[config.mk]
export PLATFORM = sky130hd
export DESIGN_NAME = noc_traffic_gen
export DESIGN_NICKNAME = d
export VERILOG_FILES = /design/src/rtl/noc_tg_pkg.sv /design/src/rtl/tg_lfsr.sv /design/src/rtl/tg_control.sv /design/src/rtl/tg_datapath.sv /design/src/rtl/noc_traffic_gen.sv
export SDC_FILE = /design/constraint.sdc
export NUM_CORES = 1
export LEC_CHECK = 0
export BUFFER_PORTS_ARGS = -buffer_cell sky130_fd_sc_hd__clkbuf_2
export CAP_MARGIN = 15
export CELL_PAD_IN_SITES_DETAIL_PLACEMENT = 2
export CELL_PAD_IN_SITES_GLOBAL_PLACEMENT = 2
export CORE_MARGIN = 5
export CORE_UTILIZATION = 25
export CTS_BUF_LIST = sky130_fd_sc_hd__clkbuf_4
export DETAILED_ROUTE_END_ITERATION = 8
export GPL_ROUTABILITY_DRIVEN = 0
export PLACE_DENSITY = 0.76
export SYNTH_ARGS = -nofsm -noshare
export SYNTH_HDL_FRONTEND = slang
export SYNTH_SLANG_ARGS = --single-unit
export TNS_END_PERCENT = 20
[constraint.sdc]
create_clock -name clk -period 2.21 [get_ports clk]
set_clock_uncertainty 0.05 [all_clocks]
set_input_delay 0.221 -clock clk [delete_from_list [all_inputs] [get_ports clk]]
set_output_delay 0.221 -clock clk [all_outputs]
set_load 0.01 [all_outputs]
[src/rtl/noc_tg_pkg.sv]
package noc_tg_pkg;

  typedef enum logic [1:0] {
    PAT_UNIFORM   = 2'd0,
    PAT_TRANSPOSE = 2'd1,
    PAT_BITREV    = 2'd2,
    PAT_COMPL     = 2'd3
  } pattern_e;

  typedef enum logic [1:0] {
    KIND_BODY = 2'b00,
    KIND_HEAD = 2'b01,
    KIND_TAIL = 2'b10
  } flit_kind_e;

  typedef enum logic [1:0] {
    ST_IDLE = 2'd0,
    ST_PICK = 2'd1,
    ST_SEND = 2'd2
  } gen_state_e;

  // strobes from control to datapath
  typedef struct packed {
    logic latchDest;   // capture target, source and priority
    logic advFlit;     // current flit accepted downstream
    logic pktDone;     // tail accepted
  } tg_strobe_t;

endpackage

[src/rtl/tg_lfsr.sv]
module tg_lfsr #(
  parameter int WIDTH = 16,
  parameter logic [WIDTH-1:0] TAPS = 16'hB400,
  parameter logic [WIDTH-1:0] SEED = 16'h0001
) (
  input  logic             clk,
  input  logic             rstN,
  output logic [WIDTH-1:0] state
);

  logic [WIDTH-1:0] nextState;

  // Galois form, shifting right
  always_comb begin
    nextState = state >> 1;
    if (state[0]) nextState = nextState ^ TAPS;
  end

  always_ff @(posedge clk) begin
    if (!rstN) state <= SEED;
    else       state <= nextState;
  end

  a_r9_lfsr_nonzero: assert property (@(posedge clk) disable iff (!rstN)
    state != '0);

endmodule

[src/rtl/tg_control.sv]
module tg_control
  import noc_tg_pkg::*;
#(
  parameter int PKT_LEN = 4,
  localparam int IDX_W = $clog2(PKT_LEN)
) (
  input  logic             clk,
  input  logic             rstN,
  input  logic             injectHit,
  input  logic             destRejected,
  input  logic             outReady,
  output tg_strobe_t       strobe,
  output logic [IDX_W-1:0] flitIdx,
  output logic             outValid,
  output logic             outHead,
  output logic             outTail
);

  localparam logic [IDX_W-1:0] LAST_IDX = IDX_W'(PKT_LEN - 1);

  gen_state_e state, stateNext;
  logic [IDX_W-1:0] idxNext;

  always_comb begin
    stateNext = state;
    idxNext   = flitIdx;
    strobe    = '0;
    unique case (state)
      ST_IDLE: if (injectHit) stateNext = ST_PICK;
      ST_PICK: begin
        if (!destRejected) begin
          strobe.latchDest = 1'b1;
          stateNext        = ST_SEND;
          idxNext          = '0;
        end
      end
      ST_SEND: begin
        if (outReady) begin
          strobe.advFlit = 1'b1;
          if (flitIdx == LAST_IDX) begin
            strobe.pktDone = 1'b1;
            stateNext      = ST_IDLE;
          end else begin
            idxNext = flitIdx + 1'b1;
          end
        end
      end
      default: stateNext = ST_IDLE;
    endcase
  end

  always_ff @(posedge clk) begin
    if (!rstN) begin
      state   <= ST_IDLE;
      flitIdx <= '0;
    end else begin
      state   <= stateNext;
      flitIdx <= idxNext;
    end
  end

  assign outValid = (state == ST_SEND);
  assign outHead  = outValid && (flitIdx == '0);
  assign outTail  = outValid && (flitIdx == LAST_IDX);

  a_r9_stay_idle: assert property (@(posedge clk) disable iff (!rstN)
    (state == ST_IDLE) && !injectHit |=> state == ST_IDLE);

  a_r2_start_with_head: assert property (@(posedge clk) disable iff (!rstN)
    $rose(outValid) |-> outHead);

  a_r2_tail_ends_packet: assert property (@(posedge clk) disable iff (!rstN)
    outValid && outReady && outTail |=> !outValid);

  a_r2_no_gap_inside: assert property (@(posedge clk) disable iff (!rstN)
    outValid && !outTail |=> outValid);

endmodule

[src/rtl/tg_datapath.sv]
module tg_datapath
  import noc_tg_pkg::*;
#(
  parameter int ADDR_W = 6,
  parameter int PRIO_W = 3,
  parameter int FLIT_W = 64,
  parameter int LFSR_W = 16,
  parameter int CNT_W = 8,
  parameter int PKT_LEN = 4,
  parameter logic [LFSR_W-1:0] LFSR_TAPS = 16'hB400,
  parameter logic [LFSR_W-1:0] INJ_SEED = 16'hACE1,
  parameter logic [LFSR_W-1:0] DST_SEED = 16'h5EED,
  localparam int IDX_W = $clog2(PKT_LEN)
) (
  input  logic              clk,
  input  logic              rstN,
  input  logic [ADDR_W-1:0] nodeAddr,
  input  logic [1:0]        patternSel,
  input  logic [PRIO_W-1:0] prio,
  input  logic [LFSR_W-1:0] rateThresh,
  input  tg_strobe_t        strobe,
  input  logic [IDX_W-1:0]  flitIdx,
  output logic              injectHit,
  output logic              destRejected,
  output logic [FLIT_W-1:0] flitData
);

  localparam int HALF_W = ADDR_W / 2;
  localparam logic [IDX_W-1:0] LAST_IDX = IDX_W'(PKT_LEN - 1);

  logic [LFSR_W-1:0] injWord, dstWord;
  logic [ADDR_W-1:0] uniPick, revAddr, candidate;
  logic [ADDR_W-1:0] destQ, srcQ;
  logic [PRIO_W-1:0] prioQ;
  pattern_e          patQ;
  logic [CNT_W-1:0]  pktCnt;
  pattern_e          patIn;

  assign patIn = pattern_e'(patternSel);

  tg_lfsr #(.WIDTH(LFSR_W), .TAPS(LFSR_TAPS), .SEED(INJ_SEED)) i_injLfsr (
    .clk(clk), .rstN(rstN), .state(injWord));

  tg_lfsr #(.WIDTH(LFSR_W), .TAPS(LFSR_TAPS), .SEED(DST_SEED)) i_dstLfsr (
    .clk(clk), .rstN(rstN), .state(dstWord));

  assign injectHit = (injWord <= rateThresh);

  // fold the whole random word into an address so every bit contributes
  always_comb begin
    uniPick = '0;
    for (int i = 0; i < LFSR_W; i++) uniPick[i % ADDR_W] ^= dstWord[i];
  end

  always_comb begin
    for (int i = 0; i < ADDR_W; i++) revAddr[i] = nodeAddr[ADDR_W-1-i];
  end

  always_comb begin
    unique case (patIn)
      PAT_TRANSPOSE: candidate = {nodeAddr[HALF_W-1:0], nodeAddr[ADDR_W-1:HALF_W]};
      PAT_BITREV:    candidate = revAddr;
      PAT_COMPL:     candidate = ~nodeAddr;
      default:       candidate = uniPick;
    endcase
  end

  assign destRejected = (patIn == PAT_UNIFORM) && (candidate == nodeAddr);

  always_ff @(posedge clk) begin
    if (!rstN) begin
      destQ  <= '0;
      srcQ   <= '0;
      prioQ  <= '0;
      patQ   <= PAT_UNIFORM;
      pktCnt <= '0;
    end else begin
      if (strobe.latchDest) begin
        destQ <= candidate;
        srcQ  <= nodeAddr;
        prioQ <= prio;
        patQ  <= patIn;
      end
      if (strobe.pktDone) pktCnt <= pktCnt + 1'b1;
    end
  end

  always_comb begin
    flitData = '0;
    if (flitIdx == '0) begin
      flitData[FLIT_W-1 -: 2]          = KIND_HEAD;
      flitData[FLIT_W-3 -: PRIO_W]     = prioQ;
      flitData[2*ADDR_W-1 -: ADDR_W]   = srcQ;
      flitData[ADDR_W-1:0]             = destQ;
    end else begin
      flitData[FLIT_W-1 -: 2]          = (flitIdx == LAST_IDX) ? KIND_TAIL : KIND_BODY;
      flitData[CNT_W+IDX_W-1 -: IDX_W] = flitIdx;
      flitData[CNT_W-1:0]              = pktCnt;
    end
  end

  a_r8_never_self: assert property (@(posedge clk) disable iff (!rstN)
    $past(strobe.latchDest) && (patQ == PAT_UNIFORM) |-> destQ != srcQ);

  a_r4_count_step: assert property (@(posedge clk) disable iff (!rstN)
    strobe.pktDone |=> pktCnt == CNT_W'($past(pktCnt) + 1'b1));

  a_r4_count_hold: assert property (@(posedge clk) disable iff (!rstN)
    !strobe.pktDone |=> $stable(pktCnt));

endmodule

[src/rtl/noc_traffic_gen.sv]
module noc_traffic_gen
  import noc_tg_pkg::*;
#(
  parameter int ADDR_W = 6,
  parameter int PRIO_W = 3,
  parameter int FLIT_W = 64,
  parameter int LFSR_W = 16,
  parameter int CNT_W = 8,
  parameter int PKT_LEN = 4
) (
  input  logic              clk,
  input  logic              rstN,
  input  logic [ADDR_W-1:0] nodeAddr,
  input  logic [1:0]        patternSel,
  input  logic [PRIO_W-1:0] prio,
  input  logic [LFSR_W-1:0] rateThresh,
  input  logic              outReady,
  output logic              outValid,
  output logic [FLIT_W-1:0] outFlit,
  output logic              outHead,
  output logic              outTail
);

  localparam int IDX_W = $clog2(PKT_LEN);

  tg_strobe_t       strobe;
  logic [IDX_W-1:0] flitIdx;
  logic             injectHit;
  logic             destRejected;

  tg_control #(.PKT_LEN(PKT_LEN)) i_control (
    .clk(clk), .rstN(rstN),
    .injectHit(injectHit), .destRejected(destRejected), .outReady(outReady),
    .strobe(strobe), .flitIdx(flitIdx),
    .outValid(outValid), .outHead(outHead), .outTail(outTail));

  tg_datapath #(
    .ADDR_W(ADDR_W), .PRIO_W(PRIO_W), .FLIT_W(FLIT_W),
    .LFSR_W(LFSR_W), .CNT_W(CNT_W), .PKT_LEN(PKT_LEN)
  ) i_datapath (
    .clk(clk), .rstN(rstN),
    .nodeAddr(nodeAddr), .patternSel(patternSel), .prio(prio),
    .rateThresh(rateThresh), .strobe(strobe), .flitIdx(flitIdx),
    .injectHit(injectHit), .destRejected(destRejected), .flitData(outFlit));

  a_r10_hold_flit: assert property (@(posedge clk) disable iff (!rstN)
    outValid && !outReady |=> outValid && $stable(outFlit));

  a_r2_markers_exclusive: assert property (@(posedge clk) disable iff (!rstN)
    $onehot0({outHead, outTail}));

endmodule

; ---- Word-level counts from Yosys, hierarchy flattened
; Cells that the tools add are included.
[classes]
n_addsub = 2
n_lt_le_gt_ge = 1
n_eq_ne = 12
mux = 22
bitwise_logic = 13
n_reduce_logical = 10
[op_table]
columns = operator, n
row1 = 2-to-1 mux 2 bit, 10
row2 = case mux 6 bit (3 select lines), 1
row3 = <= comparator 16 bit, 1
row4 = 2-to-1 mux 16 bit, 1
row5 = 2-to-1 mux 14 bit, 1
row6 = 2-to-1 mux 10 bit, 1
row7 = bitwise XOR 1 bit, 10
row8 = adder 8 x 1 -> 8 bit (second input constant), 1
row9 = equality test 2 bit (second input constant), 4
row10 = != test 2 bit (second input constant), 4
row11 = inverter 3 -> 4 bit, 2
row12 = AND reduction 4 bit, 2
row13 = equality test 6 bit, 1
row14 = zero test 2 bit, 3
row15 = inverter 6 bit, 1
row16 = case mux 2 bit (3 select lines), 1
row17 = 2-to-1 mux 1 bit, 5
row18 = equality test 2 x 1 -> 1 bit (second input constant), 2
row19 = case mux 2 bit (2 select lines), 1
row20 = logical AND 1 bit, 3
row21 = 2-to-1 mux 3 bit, 1
row22 = adder 2 x 1 -> 2 bit (second input constant), 1
row23 = != test 2 x 1 -> 1 bit (second input constant), 1
row24 = AND reduction 2 bit, 1
row25 = nonzero test 2 bit, 1
[totals]
regBits = 59
in_bits = 30
out_inout_bits = 67
wordCells = 69

; ---- Depth between registers and ports, before layout
; Gate-level depths: netlist (run 1).
[depth]
depth_word = 7
ltp_mapped = 8

; ---- By module
; From an unflattened synthesis (run 1), not the netlist that was laid out.
[hier_totals]
hier_cells = 391
hier_area_um2 = 3587.2
[modules_own_cells]
columns = module, n_inst, cells_per_inst, area_each_um2, seq_area_each_um2
row1 = tg_datapath, 1, 266, 2224.6, 460.4
row2 = tg_lfsr at i_datapath.i_injLfsr, 1, 49, 550.5, 320.3
row3 = tg_lfsr at i_datapath.i_dstLfsr, 1, 48, 544.3, 320.3
row4 = tg_control, 1, 28, 267.8, 80.1

; ---- Worst setup path before layout (run 1)
; OpenSTA, ideal clock, no wires.
[synth_timing]
kind = flip-flop to flip-flop
from = register i_datapath.i_dstLfsr.state[14]
to = register i_datapath.destQ[3]
arrival_time_ns = 2.162
slack_ns = -0.074
path_stages_with_launch = 8
path_buffers = 1
path_cell_list = dfxtp_1 xor3_1 mux4_2 xnor2_2 nor3_4 a21oi_4 buf_8 mux2i_1
[synth_via]
elab_chain_len = 6
[synth_rtl]
columns = item, line
row1 = from (decl), tg_lfsr.sv:8  ; output logic [WIDTH-1:0] state
row2 = from (signal assigned), tg_lfsr.sv:21  ; else state <= nextState;
row3 = bitwise XOR 1 bit, tg_datapath.sv:52  ; for (int i = 0; i < LFSR_W; i++) uniPick[i % ADDR_W] ^= dstWord[i];
row4 = case mux 6 bit (3 select lines), tg_datapath.sv:60  ; unique case (patIn)
row5 = equality test 6 bit, tg_datapath.sv:68  ; assign destRejected = (patIn == PAT_UNIFORM) && (candidate == nodeAddr);
row6 = logical AND 1 bit, tg_datapath.sv:68
row7 = 2-to-1 mux 1 bit, tg_control.sv:31  ; if (!destRejected) begin
row8 = 2-to-1 mux 1 bit, tg_control.sv:28  ; unique case (state)
row9 = to (signal assigned), tg_datapath.sv:79  ; destQ <= candidate;
row10 = to (decl), tg_datapath.sv:33  ; logic [ADDR_W-1:0] destQ, srcQ;
; No other way between the ends.
; A chain may end at the register's enable or synchronous reset.

; ---- Final worst setup path (run 1)
[layout_timing]
from = register i_datapath.i_dstLfsr.state[12]
to = register i_datapath.destQ[4]
; The elaborated chain is that of the path after synthesis.

==> results.md, run 1 <==
- Outcome: complete, but fails checks
- Failing checks: negative setup slack
- Internal power: 1800 uW
- Hold Path Class: in2reg
- Post-synth EDFFs: 0
- Site Rows: 42
- N_diodes: 0
- Largest net degree at the start of global routing: 46
- WHS Endpoint: i_datapath.srcQ[3]
- Clock slew at reported path FFs: 0.11 ns
- DRC: 0
- Fmax: 418 MHz
- Synth cell count leaders: dfxtp_1, buf_4, nand2_1
- Die Y: 126 um
- Initial Util: 0.254
- Ys flop type: dfxtp_1
- Top-count cell post-synth: dfxtp_1
- Die footprint: 15900 um2
- Worst reg2reg path depth: 9
- Clock sink total: 59
- Top cell type by total area after synthesis: dfxtp_1
- Reg2Reg Setup Slack: -0.18 ns
- RR Startpoint: i_datapath.i_dstLfsr.state[12]
- Max Cap Viol: 0
- Maximum fanout along the worst path: 7
- Flop and latch count out of synthesis: 59
- Fillers: 1520
- Yosys top cell area share: 0.351
- Worst hold start: nodeAddr[3]
- Arr. time, crit path: 2.69 ns
- DRT iter0 DRCs: 79
- Final slew viol count: 0
- Final Hold Viols: 0
- Area added between synthesis and finish: 19.2%
- # setup viols final: 18
- Worst-margin pin slew: 0.578 ns
- Fraction of registers with async set or reset after synthesis: 0
- Post-synthesis sequential area ratio: 0.351
- First-pass GRT wire length: 14.3 mm
- Synth area leaders: dfxtp_1, buf_4, ha_1, nand2_1, mux2i_1
- Via count: 2544
- Hold Path Stages: 3
- Netlist cell types: 50
- Number of vias per cell: 4.18
- Unrepaired setup endpoints after global routing: true
- Mapped Area: 3360 um2
- CTS Buf Count: 9
- Power per standard cell area: 656 nW/um2
- Gr ovfl total: 0
- Fin util: 0.303
- DP HPWL: 6.70 mm
- DRT Pass-1 Iters: 4
- Initial antenna violation count: 0
- Setup CP Type: reg2reg
- Nets: 477
- Gate power share: 0.250
- Aggregate global-route resource usage: 0.113
- CTS tree: done
- Layout cells sized above 1: 0.254
- I/O Buffers: 49
- Post-DP Area: 3700 um2
- Syn Inst Count: 362
- Syn_area_per_cell: 9.29 um2
- Leak pwr: 0.00186 uW
- Warnings from Yosys: 0
- CP required: 2.51 ns
- Slew HR: 0.614
- Wire length per cell: 14.6 um
- Root Driver: clkbuf_4
- Chip width: 126 um
- Number of global-route vias before repair: 2887
- Clk Latency, worst-skew pair: 0.43 ns
- Sw Pwr: 832 uW
- Setup_tns: -2.53 ns
- R2r endpoint: i_datapath.destQ[4]
- Peak supply drop: 0.182 mV
- Worst Setup End Kind: flip-flop
- CP Launch Type: flip-flop
- Flop pwr share: 0.455
- H-tree Lvls: 3
- Net Sw Frac: 0.316
- Share of total power in the clock network: 0.295
- Final Critical Period: 2.39 ns
- Final hold slack: 0.0602 ns
- Fin area: 4010 um2
- Antenna-violating nets left: 0
- Core box area: 13200 um2
- Routed WL: 8.88 mm
- Min setup slack post-route: -0.180 ns
- Ports: 97
- Tcrit/Tclk final: 1.08
- Clock buffer depth: 2
layout make-up:
class	instances	area, um2	share of cell area
sequential	59	1190	0.296
multi-input combinational	263	1910	0.476
timing repair buffer	71	467	0.116
clock buffer	9	67.6	0.0168
tap	176	220	0.0549
inverter	24	90.1	0.0225
clock inverter	7	68.8	0.0172
kinds of logic (layout without fill, tap and decap cells):
family                   Yosys count  after routing  share of synthesized area
AO/OA/AOI/OAI                     32             32                     0.0748
XOR/XNOR                          24             24                     0.0822
adder cells (fa/ha/maj)           19             19                     0.0707
buffers and inverters             86            111                      0.152
flip-flops                        59             59                      0.351
multiplexers                      27             27                     0.0956
other                              1             47                    0.00111
AND/OR/NAND/NOR                  114            114                      0.173
through the flow:
stage,power (uW),cells,setup slack (ns)
floorplan,1670,408,-0.0183
CTS,2630,607,-0.150
detailed placement,1810,584,-0.316
global route,2800,609,-0.285
global placement,1770,584,-0.181
finish,2630,609,-0.180
power groups by stage:
| stage | clock network, uW | logic [uW] | registers, uW |
|---|---|---|---|
| floorplan | 0 | 472 | 1200 |
| global placement | 0 | 561 | 1210 |
| detailed placement | 0 | 589 | 1220 |
| CTS | 815 | 625 | 1190 |
| global route | 871 | 725 | 1210 |
| finish | 776 | 657 | 1200 |
sequential cells by signal, summed over array words and instances, names as in the netlist:
name / count
i_datapath.i_dstLfsr.state: 16
i_datapath.i_injLfsr.state: 16
i_datapath.pktCnt: 8
i_datapath.destQ: 6
i_datapath.srcQ: 6
i_datapath.prioQ: 3
i_control.flitIdx: 2
i_control.state: 2
layout by cell type, fill, tap and decap left out, types with 3 or more instances in the layout:
master / count
xnor2_1: 12
a21o_1: 4
nor3_1: 3
ha_1: 18
clkinv_2: 3
nand3_1: 4
nand2_1: 43
nor2b_1: 3
dfxtp_1: 54
buf_4: 14
and2_1: 18
nand4_1: 5
dfxtp_2: 5
nor2_1: 14
mux2i_1: 15
nand2b_1: 15
xor2_1: 7
clkbuf_2: 49
conb_1: 47
dlygate4sd3_1: 4
mux2_2: 8
clkbuf_4: 9
inv_1: 24
a21oi_1: 4
o21ai_0: 6
o21a_1: 3
layer usage:
metal | share of wire | wire length [um] | global-route usage | vias up
met1 | 0.43 | 3810 | 0.131 | 1241
li1 | - | - | - | 1235
met2 | 0.52 | 4580 | 0.199 | 59
met4 | 0.0098 | 87 | 0.0322 | 0
met3 | 0.045 | 396 | 0.0368 | 9
met5 | 0 | 0 | 0 | -
worst max-delay path: stages, from the launching register on:
cell and delay, ns:
dfxtp_2 0.34, xor3_2 0.45, buf_4 0.15, o32ai_1 0.33, buf_4 0.23, nor3_4 0.06
buf_6 0.12, a21oi_4 0.20, buf_12 0.17, mux2i_2 0.20
worst max-delay path by stage:
| stage | from | cells after the start | endpoint | slack [ns] |
|---|---|---|---|---|
| 6_report | i_datapath.i_dstLfsr.state[12] | 9 | i_datapath.destQ[4] | -0.18 |
| 5_1_grt | i_datapath.i_dstLfsr.state[12] | 9 | i_datapath.srcQ[1] | -0.28 |
| 4_1_cts | i_datapath.i_dstLfsr.state[0] | 8 | i_datapath.destQ[4] | -0.15 |
| 3_5_place_dp | i_datapath.i_dstLfsr.state[2] | 6 | i_datapath.srcQ[5] | -0.32 |
| 3_3_place_gp | i_datapath.i_dstLfsr.state[2] | 6 | i_datapath.destQ[3] | -0.18 |
| 2_1_floorplan | i_datapath.i_dstLfsr.state[2] | 7 | i_datapath.destQ[3] | -0.02 |
repair_timing:
item | 4_1_cts | 5_1_grt
setup endpoints to repair | 28 | 21
buffers inserted | 3 | 1
hold endpoints to repair | 4 | 0
gates resized for setup | 4 | 11
pin swaps | 5 | 6
hold buffers | 4 | 0
gates cloned | 0 | 1
Note: power is estimated with default switching activity, not from simulation.
==> run 2, diff against run 1 <==
--- a/config.mk
+++ b/config.mk
@@ -5,7 +5,6 @@
 export SDC_FILE = /design/constraint.sdc
 export NUM_CORES = 1
 export LEC_CHECK = 0
-export BUFFER_PORTS_ARGS = -buffer_cell sky130_fd_sc_hd__clkbuf_2
 export CAP_MARGIN = 15
 export CELL_PAD_IN_SITES_DETAIL_PLACEMENT = 2
 export CELL_PAD_IN_SITES_GLOBAL_PLACEMENT = 2
@@ -13,8 +12,9 @@
 export CORE_UTILIZATION = 25
 export CTS_BUF_LIST = sky130_fd_sc_hd__clkbuf_4
 export DETAILED_ROUTE_END_ITERATION = 8
+export DONT_BUFFER_PORTS = 1
 export GPL_ROUTABILITY_DRIVEN = 0
-export PLACE_DENSITY = 0.76
+export PLACE_DENSITY = 0.66
 export SYNTH_ARGS = -nofsm -noshare
 export SYNTH_HDL_FRONTEND = slang
 export SYNTH_SLANG_ARGS = --single-unit
==> run 2 against run 1 <==
Compared with the run above: critical endpoint is now i_control.flitIdx[1]; combinational power is 4.0% higher; sequential share of layout area is 2.5 points lower; the flow still finishes with violations (negative setup slack); total power is 1.9% higher; non-clock buffer count is 11 higher.
==> results.md, run 2 (same netlist as run 1, synthesis figures left out) <==
- Worst-margin pin slew: 0.585 ns
- Tcrit/Tclk final: 1.07
- Final Critical Period: 2.37 ns
- H-tree Lvls: 3
- Final slew viol count: 0
- Min setup slack post-route: -0.161 ns
- CP peak stage delay: 0.55 ns
- DRT Pass-1 Iters: 4
- DRC: 0
- Leak pwr: 0.00181 uW
- Largest net degree at the start of global routing: 62
- Gr ovfl total: 0
- Routed wl met2: 5.23 mm
- DRT iter0 DRCs: 63
- Fin util: 0.329
- Nets: 488
- Commonest non-fill, non-tap cells in the layout: dlygate4sd3_1, dfxtp_1, conb_1
- I/O Buffers: 0
- CP required: 2.54 ns
- Routed wl met3: 476 um
- Internal power: 1870 uW
- Antenna-violating nets left: 0
- Area added between synthesis and finish: 29.7%
- Peak supply drop: 0.373 mV
- Share of total power in the clock network: 0.298
- Flop pwr share: 0.447
- Layout cells sized above 1: 0.108
- Routed WL: 10.2 mm
- Largest delay share family, worst path: simple AND/OR/NAND/NOR gates
- Fillers: 1501
- Net Sw Frac: 0.301
- Number of vias per cell: 4.18
- Core box area: 13200 um2
- Met1 Wirelength: 4.29 mm
- Cell Chain, Critical Path: xor3_2 -> o2bb2ai_2 -> or4_4 -> buf_6 -> o41ai_4 -> nand3_1 -> o21ai_0
- Hold Path Class: in2reg
- Setup_tns: -2.00 ns
- Ports: 97
- Number of buffers and inverters on the critical path: 1
- Via count: 2593
- Clock slew at reported path FFs: 0.11 ns
- DR top layer: met4
- Slowest CP cell: or4_4
- Max Cap Viol: 0
- Commonest non-fill, non-tap cell in the layout: dlygate4sd3_1
- First-pass GRT wire length: 16.0 mm
- Initial Util: 0.254
- Number of global-route vias before repair: 2974
- Die Y: 126 um
- CTS Buf Count: 9
- Fmax: 422 MHz
- Slew HR: 0.609
- Aggregate global-route resource usage: 0.128
- Unrepaired setup endpoints after global routing: true
- # setup viols final: 18
- Wire length per cell: 16.3 um
- CP Launch Type: flip-flop
- Largest regs: i_datapath.i_dstLfsr.state: 16 flops, i_datapath.i_injLfsr.state: 16 flops, i_datapath.pktCnt: 8 flops
- Outcome: complete, but fails checks
- Gate power share: 0.255
- Maximum fanout along the worst path: 3
- Sw Pwr: 805 uW
- Site Rows: 42
- Clock buffer depth: 2
- DP HPWL: 6.29 mm
- Power per standard cell area: 614 nW/um2
- Clk Latency, worst-skew pair: 0.45 ns
- Setup CP Type: reg2reg
- Worst Setup End Kind: flip-flop
- Failing checks: negative setup slack
- Chip width: 126 um
- Initial antenna violation count: 1
- Arr. time, crit path: 2.70 ns
- Root Driver: clkbuf_4
- Die footprint: 15900 um2
- Clock sink total: 59
- Final Hold Viols: 0
- CTS tree: done
run 2: cell types whose count changed in the layout (fill, tap and decap cells not counted), moves of 2 or more:
| cell | change |
|---|---|
| dlygate4sd3_1 | +67 |
| clkbuf_2 | -49 |
| buf_4 | -6 |
| dfxtp_1 | +4 |
| dfxtp_2 | -4 |
| clkbuf_4 | +3 |
| clkinv_1 | +3 |
| clkinv_2 | -3 |
| clkinvlp_4 | -2 |
run 2: power groups by stage:
| stage | clock, uW | sequential [uW] | combinational [uW] |
|---|---|---|---|
| global route | 887 | 1210 | 747 |
| floorplan | 0 | 1200 | 472 |
| global placement | 0 | 1210 | 472 |
| detailed placement | 0 | 1220 | 490 |
| finish | 799 | 1200 | 683 |
| CTS | 823 | 1190 | 631 |
run 2: worst min-delay path, stage by stage:
cell and delay (ns):
mux4_1 0.12, nand2_1 0.05, mux2i_1 0.12
run 2: metrics by stage:
stage	instances	hold slack [ns]	instance area [um2]	worst slack, ns	power, uW
3_3_place_gp	529	0.249	3400	-0.192	1690
6_report	621	0.0496	4360	-0.161	2680
3_5_place_dp	529	0.252	3400	-0.291	1710
2_1_floorplan	408	0.313	3550	-0.0183	1670
5_1_grt	621	0.0472	4360	-0.224	2840
4_1_cts	617	-0.154	4270	-0.117	2650
run 2: area by class of cell:
cell class	instances	area [um2]	share of cell area
Antenna cell	1	2.50	0.000574
Clock buffer	12	90.1	0.0206
Clock inverter	4	41.3	0.00946
Inverter	24	90.1	0.0206
Multi-Input combinational cell	263	1910	0.438
Sequential cell	59	1180	0.271
Tap cell	176	220	0.0505
Timing Repair Buffer	82	827	0.190
run 2: path summary, 6_finish.rpt:
| check | startpoint | end | slack, ns | cells after the start |
|---|---|---|---|---|
| worst max register to register | i_datapath.i_dstLfsr.state[0] | i_control.flitIdx[1] | -0.16 | 7 |
| worst min-delay path | patternSel[1] | i_datapath.destQ[0] | 0.05 | 3 |
| worst max-delay path | i_datapath.i_dstLfsr.state[0] | i_control.flitIdx[1] | -0.16 | 7 |
| worst min register to register | i_control.state[1] | i_control.state[0] | 0.45 | 1 |
run 2: repair_timing:
item / in CTS / in global routing
gates cloned: 0 / 1
hold buffers: 69 / 2
pin swaps: 5 / 7
buffers inserted: 3 / 0
resized for setup: 4 / 7
endpoints found under the hold margin: 47 / 2
setup endpoints to repair: 29 / 19
run 2: routing by layer:
| layer | track usage | vias up |
|---|---|---|
| met2 | 0.223 | 63 |
| met5 | 0 | - |
| met3 | 0.0487 | 10 |
| met1 | 0.147 | 1262 |
| met4 | 0.0379 | 0 |
| li1 | - | 1258 |
==> run 3, diff against run 2 <==
--- a/config.mk
+++ b/config.mk
@@ -15,6 +15,7 @@
 export DONT_BUFFER_PORTS = 1
 export GPL_ROUTABILITY_DRIVEN = 0
 export PLACE_DENSITY = 0.66
+export SKIP_CTS_REPAIR_TIMING = 1
 export SYNTH_ARGS = -nofsm -noshare
 export SYNTH_HDL_FRONTEND = slang
 export SYNTH_SLANG_ARGS = --single-unit
==> constraint.sdc (replaced) <==
create_clock -name clk -period 2.07 [get_ports clk]
set_clock_uncertainty 0.05 [all_clocks]
set_input_delay 0.207 -clock clk [delete_from_list [all_inputs] [get_ports clk]]
set_output_delay 0.207 -clock clk [all_outputs]
set_load 0.01 [all_outputs]
==> run 3 against run 2 <==
Compared with the run above: the flow still finishes with violations (negative setup slack); sequential share of layout area up 0.24 points; sequential power rose by 6%; non-clock buffer count is 3 higher.
==> results.md, run 3 (same netlist as run 1, synthesis figures left out) <==
- # setup viols final: 19
- DRT iter0 DRCs: 58
- Hold Path Class: in2reg
- Leak pwr: 0.00183 uW
- Clk Latency, worst-skew pair: 0.43 ns
- H-tree Lvls: 3
- Setup CP Type: reg2reg
- Antenna-violating nets left: 0
- Fin area: 4330 um2
- Net Sw Frac: 0.303
- N_diodes: 0
- Routed wl met2: 5.07 mm
- Cell Chain, Critical Path: xor3_1 -> mux4_2 -> xnor2_4 -> buf_4 -> o41ai_4 -> nand3_1 -> o21ai_0
- Hold Path Stages: 3
- Nets: 491
- RR Startpoint: i_datapath.i_dstLfsr.state[2]
- Fmax: 426 MHz
- Clock buffer depth: 2
- Site Rows: 42
- Reg2Reg Setup Slack: -0.28 ns
- Crit path launch: i_datapath.i_dstLfsr.state[2]
- Min setup slack post-route: -0.277 ns
- Outcome: complete, but fails checks
- Internal power: 1990 uW
- Routed wl met3: 424 um
- First-pass GRT wire length: 13.4 mm
- Final slew viol count: 0
- Worst hold start: nodeAddr[4]
- Share of total power in the clock network: 0.300
- Ports: 97
- Setup_tns: -3.86 ns
- CP Launch Type: flip-flop
- Number of vias per cell: 4.27
- Via count: 2662
- R2r endpoint: i_control.flitIdx[1]
- Gr ovfl total: 0
- Max Cap Viol: 0
- Wire length per cell: 15.9 um
- DRT Pass-1 Iters: 6
- Fin util: 0.327
- Clock sink total: 59
- Unrepaired setup endpoints after global routing: true
- Final Critical Period: 2.35 ns
- Arr. time, crit path: 2.66 ns
- Post-DP Area: 3490 um2
- DP HPWL: 6.34 mm
- WHS Endpoint: i_control.state[0]
- Tcrit/Tclk final: 1.13
- Worst-margin pin slew: 0.596 ns
- Met1 Wirelength: 4.28 mm
- Peak supply drop: 0.301 mV
- Core box area: 13200 um2
- Slew HR: 0.601
- Clock slew at reported path FFs: 0.11 ns
- Chip width: 126 um
- Largest net degree at the start of global routing: 62
- CP required: 2.39 ns
- DRC: 0
- Number of global-route vias before repair: 2618
- Die footprint: 15900 um2
- CTS Buf Count: 9
- Area added between synthesis and finish: 28.8%
- DR top layer: met4
- Power per standard cell area: 658 nW/um2
- Root Driver: clkbuf_4
- Gate power share: 0.254
- Failing checks: negative setup slack
- Initial Util: 0.254
- Die Y: 126 um
- Routed WL: 9.91 mm
- Initial antenna violation count: 0
- Tot Pwr: 2850 uW
- Commonest non-fill, non-tap cell in the layout: dlygate4sd3_1
- Commonest non-fill, non-tap cells in the layout: dlygate4sd3_1, dfxtp_1, conb_1
- CTS tree: done
- Worst Setup End Kind: flip-flop
- Flop pwr share: 0.447
- Largest regs: i_datapath.i_dstLfsr.state: 16 flops, i_datapath.i_injLfsr.state: 16 flops, i_datapath.pktCnt: 8 flops
- Worst reg2reg path depth: 7
- Layout cells sized above 1: 0.132
- I/O Buffers: 0
- CP peak stage delay: 0.53 ns
- Sw Pwr: 864 uW
- Maximum fanout along the worst path: 3
- Final Hold Viols: 0
- Slowest CP cell: mux4_2
- Aggregate global-route resource usage: 0.107
## run 3: cell types whose count changed in the layout (fill, tap and decap cells not counted), moves of 2 or more
cell / delta
dlygate4sd3_1: -8
dfxtp_1: -2
dfxtp_2: +2
clkinv_1: -2
clkinvlp_4: +2
buf_4: +12
## run 3: through the flow
step | setup WS, ns | hold WS [ns] | cells
floorplan | -0.158 | 0.299 | 408
global placement | -0.331 | 0.236 | 541
detailed placement | -0.417 | 0.237 | 541
CTS | -0.463 | -0.244 | 557
global route | -0.382 | 0.0452 | 623
finish | -0.277 | 0.0773 | 623
## run 3: area by class of cell
cell class / count / area (um2)
timing repair buffer: 85 / 826
sequential: 59 / 1180
inverter: 24 / 90.1
tap: 176 / 220
clock inverter: 5 / 53.8
fill: 1492 / 8910
multi-input combinational: 263 / 1880
clock buffer: 11 / 82.6
## run 3: metal layers
layer	track usage	vias to the layer above
li1	-	1260
met1	0.128	1317
met2	0.175	71
met3	0.0381	14
met4	0.0397	0
met5	0	-
## run 3: how the worst max path moves through the flow
stage                     cells past startpoint                    to  slack (ns)
after floorplan                               7   i_datapath.destQ[3]       -0.16
after global placement                        6    i_datapath.srcQ[1]       -0.33
after detailed placement                      6    i_datapath.srcQ[3]       -0.42
after CTS                                     6    i_datapath.srcQ[3]       -0.46
after global routing                          6    i_control.state[0]       -0.38
final                                         7  i_control.flitIdx[1]       -0.28
## run 3: critical path, delay by kind of cell (launching register included)
family	cells	cell delay, ns
AOI/OAI and AO/OA	2	0.51
xor gates and xnor gates	2	0.56
buffers and inverters	1	0.16
DFF	1	0.34
muxes	1	0.53
and+or+nand+nor	1	0.13
## run 3: power by group through the flow
| stage | clock network (uW) | registers, uW | logic [uW] |
|---|---|---|---|
| after floorplan | 0 | 1280 | 503 |
| after global placement | 0 | 1290 | 532 |
| after detailed placement | 0 | 1300 | 553 |
| after CTS | 893 | 1270 | 558 |
| after global routing | 951 | 1290 | 788 |
| final | 855 | 1270 | 723 |
